===== config.mk =====
export PLATFORM = sky130hd
export DESIGN_NAME = uart_irq_ident
export DESIGN_NICKNAME = d
export VERILOG_FILES = /design/src/rtl/uirq_pkg.sv /design/src/rtl/uirq_cause_sel.sv /design/src/rtl/uirq_thre_track.sv /design/src/rtl/uart_irq_ident.sv
export SDC_FILE = /design/constraint.sdc
export NUM_CORES = 1
export LEC_CHECK = 0
export BUFFER_PORTS_ARGS = -buffer_cell sky130_fd_sc_hd__buf_2
export CORE_AREA = 2 2 39 41
export DETAILED_ROUTE_END_ITERATION = 16
export DIE_AREA = 0 0 41 43
export PLACE_DENSITY_LB_ADDON = 0.1
export SLEW_MARGIN = 0
export SYNTH_ARGS = -nofsm -noshare
export SYNTH_HDL_FRONTEND = slang
export SYNTH_SLANG_ARGS = --single-unit

===== constraint.sdc =====
create_clock -name clk -period 3.2 [get_ports clk]
set_input_delay 0.16 -clock clk [delete_from_list [all_inputs] [get_ports clk]]
set_output_delay 0.16 -clock clk [all_outputs]
set_load 0.01 [all_outputs]

===== src/rtl/uirq_pkg.sv =====
// Shared definitions for the interrupt identification block.
// Assumes a 4-bit identification code in the low nibble.
package uirq_pkg;
    typedef enum logic [3:0] {
        CAUSE_MODEM   = 4'h0,
        CAUSE_NONE    = 4'h1,
        CAUSE_THRE    = 4'h2,
        CAUSE_RXDATA  = 4'h4,
        CAUSE_LINE    = 4'h6,
        CAUSE_TIMEOUT = 4'hC
    } cause_e;

    localparam int EN_RX    = 0;
    localparam int EN_THR   = 1;
    localparam int EN_LINE  = 2;
    localparam int EN_MODEM = 3;
endpackage


===== src/rtl/uirq_cause_sel.sv =====
// Priority selection of the active interrupt cause.
// Purely combinational. Assumes rx_count and trig_level share one width.
module uirq_cause_sel
    import uirq_pkg::*;
#(
    parameter int CNT_W = 5
) (
    input  logic [3:0]       ier_en,
    input  logic [3:0]       lsr_err,
    input  logic             rx_ready,
    input  logic             fifo_on,
    input  logic [CNT_W-1:0] rx_count,
    input  logic [CNT_W-1:0] trig_level,
    input  logic             char_tmo,
    input  logic             thre_pend,
    input  logic [3:0]       msr_delta,
    output cause_e           cause
);
    logic line_act, tmo_act, rx_act, thr_act, mdm_act, fill_ok;

    // Decide which individual causes are active.
    always_comb begin
        fill_ok  = !fifo_on || (rx_count >= trig_level);
        line_act = ier_en[EN_LINE] && (|lsr_err);
        tmo_act  = ier_en[EN_RX] && char_tmo;
        rx_act   = ier_en[EN_RX] && rx_ready && fill_ok;
        thr_act  = ier_en[EN_THR] && thre_pend;
        mdm_act  = ier_en[EN_MODEM] && (|msr_delta);
    end

    // Report the highest-ranked active cause.
    always_comb begin
        if (line_act)     cause = CAUSE_LINE;
        else if (tmo_act) cause = CAUSE_TIMEOUT;
        else if (rx_act)  cause = CAUSE_RXDATA;
        else if (thr_act) cause = CAUSE_THRE;
        else if (mdm_act) cause = CAUSE_MODEM;
        else              cause = CAUSE_NONE;
    end
endmodule


===== src/rtl/uirq_thre_track.sv =====
// Holds the sticky transmit-empty pending flag.
// Update order in one cycle: a read clear, then thr_empty edges, and above
// both any change of the enable bit. Assumes rd_thre arrives already qualified.
module uirq_thre_track (
    input  logic clk,
    input  logic rst_n,
    input  logic ier_thr,
    input  logic thr_empty,
    input  logic rd_thre,
    output logic pend
);
    logic ier_q, thr_q, pend_nx;

    // Work out the next value of the flag.
    always_comb begin
        pend_nx = pend;
        if (rd_thre)               pend_nx = 1'b0;
        if (thr_empty && !thr_q)   pend_nx = 1'b1;
        if (!thr_empty && thr_q)   pend_nx = 1'b0;
        if (ier_thr != ier_q)      pend_nx = ier_thr && thr_empty;
    end

    // Register the flag and the edge-detect history.
    always_ff @(posedge clk) begin
        if (!rst_n) begin
            pend  <= 1'b0;
            ier_q <= 1'b0;
            thr_q <= 1'b1;
        end else begin
            pend  <= pend_nx;
            ier_q <= ier_thr;
            thr_q <= thr_empty;
        end
    end

    assert_read_clears_R6: assert property (@(posedge clk) disable iff (!rst_n)
        (rd_thre && (ier_thr == ier_q) && !(thr_empty && !thr_q)) |=> !pend);

    assert_enable_arms_R7: assert property (@(posedge clk) disable iff (!rst_n)
        ((ier_thr != ier_q) && ier_thr && thr_empty) |=> pend);

    assert_enable_off_clears_R7: assert property (@(posedge clk) disable iff (!rst_n)
        ((ier_thr != ier_q) && !ier_thr) |=> !pend);
endmodule


===== src/rtl/uart_irq_ident.sv =====
// Top of the interrupt identification block: combines the cause selector and
// the pending-flag tracker, forms the identification byte and the line.
// Assumes the read strobe lasts one cycle for each software read.
module uart_irq_ident
    import uirq_pkg::*;
#(
    parameter int CNT_W = 5
) (
    input  logic             clk,
    input  logic             rst_n,
    input  logic [3:0]       ier_en,
    input  logic [3:0]       lsr_err,
    input  logic             rx_ready,
    input  logic             fifo_on,
    input  logic [CNT_W-1:0] rx_count,
    input  logic [CNT_W-1:0] trig_level,
    input  logic             char_tmo,
    input  logic             thr_empty,
    input  logic [3:0]       msr_delta,
    input  logic             iir_rd,
    output logic [7:0]       iir_code,
    output logic             irq
);
    cause_e cause;
    logic   thre_pend;
    logic   rd_thre;

    uirq_cause_sel #(.CNT_W(CNT_W)) u_sel (
        .ier_en     (ier_en),
        .lsr_err    (lsr_err),
        .rx_ready   (rx_ready),
        .fifo_on    (fifo_on),
        .rx_count   (rx_count),
        .trig_level (trig_level),
        .char_tmo   (char_tmo),
        .thre_pend  (thre_pend),
        .msr_delta  (msr_delta),
        .cause      (cause)
    );

    uirq_thre_track u_thre (
        .clk       (clk),
        .rst_n     (rst_n),
        .ier_thr   (ier_en[EN_THR]),
        .thr_empty (thr_empty),
        .rd_thre   (rd_thre),
        .pend      (thre_pend)
    );

    // Qualify a read with the transmit-empty code and build the outputs.
    always_comb begin
        rd_thre  = iir_rd && (cause == CAUSE_THRE);
        iir_code = {{2{fifo_on}}, 2'b00, cause};
        irq      = (cause != CAUSE_NONE);
    end

    assert_line_first_R2: assert property (@(posedge clk) disable iff (!rst_n)
        (ier_en[EN_LINE] && (|lsr_err)) |-> (iir_code[3:0] == 4'h6));

    assert_rx_mask_R3: assert property (@(posedge clk) disable iff (!rst_n)
        !ier_en[EN_RX] |-> ((iir_code[3:0] != 4'hC) && (iir_code[3:0] != 4'h4)));

    assert_quiet_R9: assert property (@(posedge clk) disable iff (!rst_n)
        !irq |-> (iir_code[3:0] == 4'h1));

    assert_needs_enable_R9: assert property (@(posedge clk) disable iff (!rst_n)
        irq |-> (|ier_en));

    assert_spare_bits_R10: assert property (@(posedge clk) disable iff (!rst_n)
        iir_code[5:4] == 2'b00);
endmodule


==> flow_metrics.env <==
export IMPL_status="complete, no violations"
export IMPL_antenna_cells=0
export IMPL_die_area_sq_mm=0.00176
export IMPL_met3WireLength_microns=78
export IMPL_dr_total_vias=477
export IMPL_root_buffer="clkbuf_4"
export IMPL_rsz0062_at_grt="false"
export IMPL_core_rowCount=14
export IMPL_grt_max_degree=7
export IMPL_fp_coreArea_sq_mm=0.00138
export IMPL_synth_distinct_cells=26
export IMPL_synth_warning_count=0
export IMPL_setup_slack_ps=1570
export IMPL_hold_path_class="primary input to flip-flop"
export IMPL_die_w_microns=41
export IMPL_worstSetupPathType="primary input to output pin"
export IMPL_ctsHoldBuffers=0
export IMPL_cts_buffers=3
export IMPL_postRouteAntennaNets=0
export IMPL_top_layer_used="met3"
export IMPL_power_density_mw_per_mm2=281
export IMPL_fillers=162
export IMPL_io_pins=38
export IMPL_routed_wl_met2_microns=427
export IMPL_track_usage_pct=11.4
export IMPL_fin_crit_sh_pct=51.1
export IMPL_viasPerCell=4.59
export IMPL_synthTopCellsByArea="ha_1 (18%), dfxtp_1 (15%), buf_4 (7.3%)"
export IMPL_grt_pass1_wl_microns=1390
export IMPL_crit_end="iir_code[0]"
export IMPL_clk_latency_ps=230
export IMPL_hold_viol=0
export IMPL_layout_drive_gt1_share_pct=48.9
export IMPL_setup_viol=0
export IMPL_clkTransAtPathRegs_ps=40
export IMPL_drtIter0Drc=2
export IMPL_finalPower_uw=171
export IMPL_cp_max_fo=4
export IMPL_critPathRequiredTime_ps=3040
export IMPL_clock_skew_ps=1.67
export IMPL_area_delta_synth_final_pct=47.1
export IMPL_clockBufferDepth=2
export IMPL_synth_top_area_share_pct=18.1
export IMPL_r2r_end="u_thre.pend"
export IMPL_tns_ps=0
export IMPL_drc=0
export IMPL_cp_startpoint="rx_count[2]"
export IMPL_r2r_cells=6
export IMPL_synthCells=52
export IMPL_wl_per_cell_microns=8.23
export IMPL_met1_length_microns=350
export IMPL_initial_core_util_pct=29.9
export IMPL_antenna_found_initial=0
export IMPL_synth_area_sq_um=414
export IMPL_drv_slew=0
export IMPL_htree_levels=1
export IMPL_die_h_microns=43
export IMPL_post_place_ws_ps=1560
export IMPL_gp_congestion=0.618
export IMPL_period_needed_ps=1630
export IMPL_timing_fmax_mhz=612
export IMPL_grt_overflow_total=0
export IMPL_avgSynthCellArea_sq_um=7.96
export IMPL_r2r_slack_ps=1860
export IMPL_worst_ep_arrival_time_ps=1470
export IMPL_dp_final_hpwl_microns=776
export IMPL_ctsResizeCount=0
export IMPL_critPathLaunchType="primary input"
export IMPL_ys_ff_latch=3
export IMPL_max_cap_viol_count=0
export IMPL_r2r_start="u_thre.thr_q"
export IMPL_firstDrtPassIters=2
export IMPL_tritoncts="done"
export IMPL_vdd_drop_max_uv=114
export IMPL_nets=124
export IMPL_wl_microns=856
export IMPL_ys_seq_area_share_pct=14.5
export IMPL_cts_sinks=3
export IMPL_postCtsSetupBuffers=0
export IMPL_io_buffers=35
export IMPL_grt_pass1_vias=402
export IMPL_p_leak_uw=0.000345
export IMPL_crit_path_end_kind="output pin"
export IMPL_post_synth_top_area_cell="ha_1"
==> through the flow <==
| stage | util [%] | instances | instance area, sq um | hold WS, ps |
|---|---|---|---|---|
| 2_1_floorplan | - | 53 | 418 | 233 |
| 3_3_place_gp | 42.1 | 100 | 583 | 362 |
| 3_5_place_dp | 42.1 | 100 | 583 | 365 |
| 4_1_cts | 44.0 | 104 | 609 | 117 |
| 5_1_grt | 44.0 | 104 | 609 | 131 |
| 6_report | 44.0 | 104 | 609 | 120 |
==> layout make-up <==
type,instances,area [sq um],share of cell area (%)
well taps,16,20.0,3.29
repair buffers,35,175,28.7
multi-input cells,39,302,49.5
clock buffers,4,26.3,4.31
flip-flops and latches,3,60.1,9.86
inverters,7,26.3,4.31
==> worst max-delay path: stages <==
cell and delay, ps:
buf_2 100, ha_1 300, a21oi_2 120, o21ai_1 90, a221oi_2 340, and4_1 230, buf_2 120
==> where the power goes <==
part | total, uW | switching [uW] | leakage, uW | internal, uW
clock network | 65.5 | 18.8 | 0.0000150 | 46.7
registers | 41.9 | 1.65 | 0.0000250 | 40.3
logic | 63.7 | 30.8 | 0.000305 | 32.9
==> cells in the final DEF, fill, tap and decap left out, drive strengths merged, types with 2 or more instances in the layout <==
cell	count
buf	35
inv	7
nand2	7
ha	6
clkbuf	4
nor2	3
dfxtp	3
o21ai	3
nand4	2
conb	2
o41ai	2
a21oi	2
==> state kept, by name, summed over array words and instances (netlist names) <==
signal        cells
u_thre.ier_q      1
u_thre.pend       1
u_thre.thr_q      1
==> worst min path at each step <==
stage / from / to / cells past startpoint
2_1_floorplan: rst_n / u_thre.thr_q / 1
3_3_place_gp: rst_n / u_thre.thr_q / 2
3_5_place_dp: rst_n / u_thre.thr_q / 2
4_1_cts: rst_n / u_thre.thr_q / 2
5_1_grt: rst_n / u_thre.thr_q / 2
6_report: rst_n / u_thre.thr_q / 2
==> metal layers <==
layer / vias to the layer above / global-route usage [%]
met5: - / 0
met4: 0 / 6.00
met3: 0 / 3.14
met2: 18 / 18.4
met1: 206 / 12.8
li1: 253 / -
==> synthesized netlist by cell type <==
cell      number
a21oi_1        1
a22o_2         1
nand4_1        2
mux2_1         1
xnor2_1        1
and2_1         1
o21ai_0        2
ha_1           6
o41ai_4        1
inv_1          7
and4_1         1
nor2b_1        1
a31oi_1        1
and3_1         1
o21ai_1        1
o41ai_1        1
a221o_2        1
a211oi_1       1
nand2b_1       1
a221oi_2       1
nor2_1         3
conb_1         1
a21oi_2        1
dfxtp_1        3
buf_4          4
nand2_1        7
==> cell families after synthesis <==
| family | Yosys count | share of synthesized area [%] |
|---|---|---|
| and+or+nand+nor | 17 | 20.2 |
| AOI/OAI and AO/OA | 12 | 27.8 |
| xor gates and xnor gates | 1 | 2.12 |
| DFF | 3 | 14.5 |
| other | 1 | 0.905 |
| muxes | 1 | 2.72 |
| adders and majority gates | 6 | 18.1 |
| buffers and inverters | 11 | 13.6 |
Note: power is estimated with default switching activity, not from simulation.
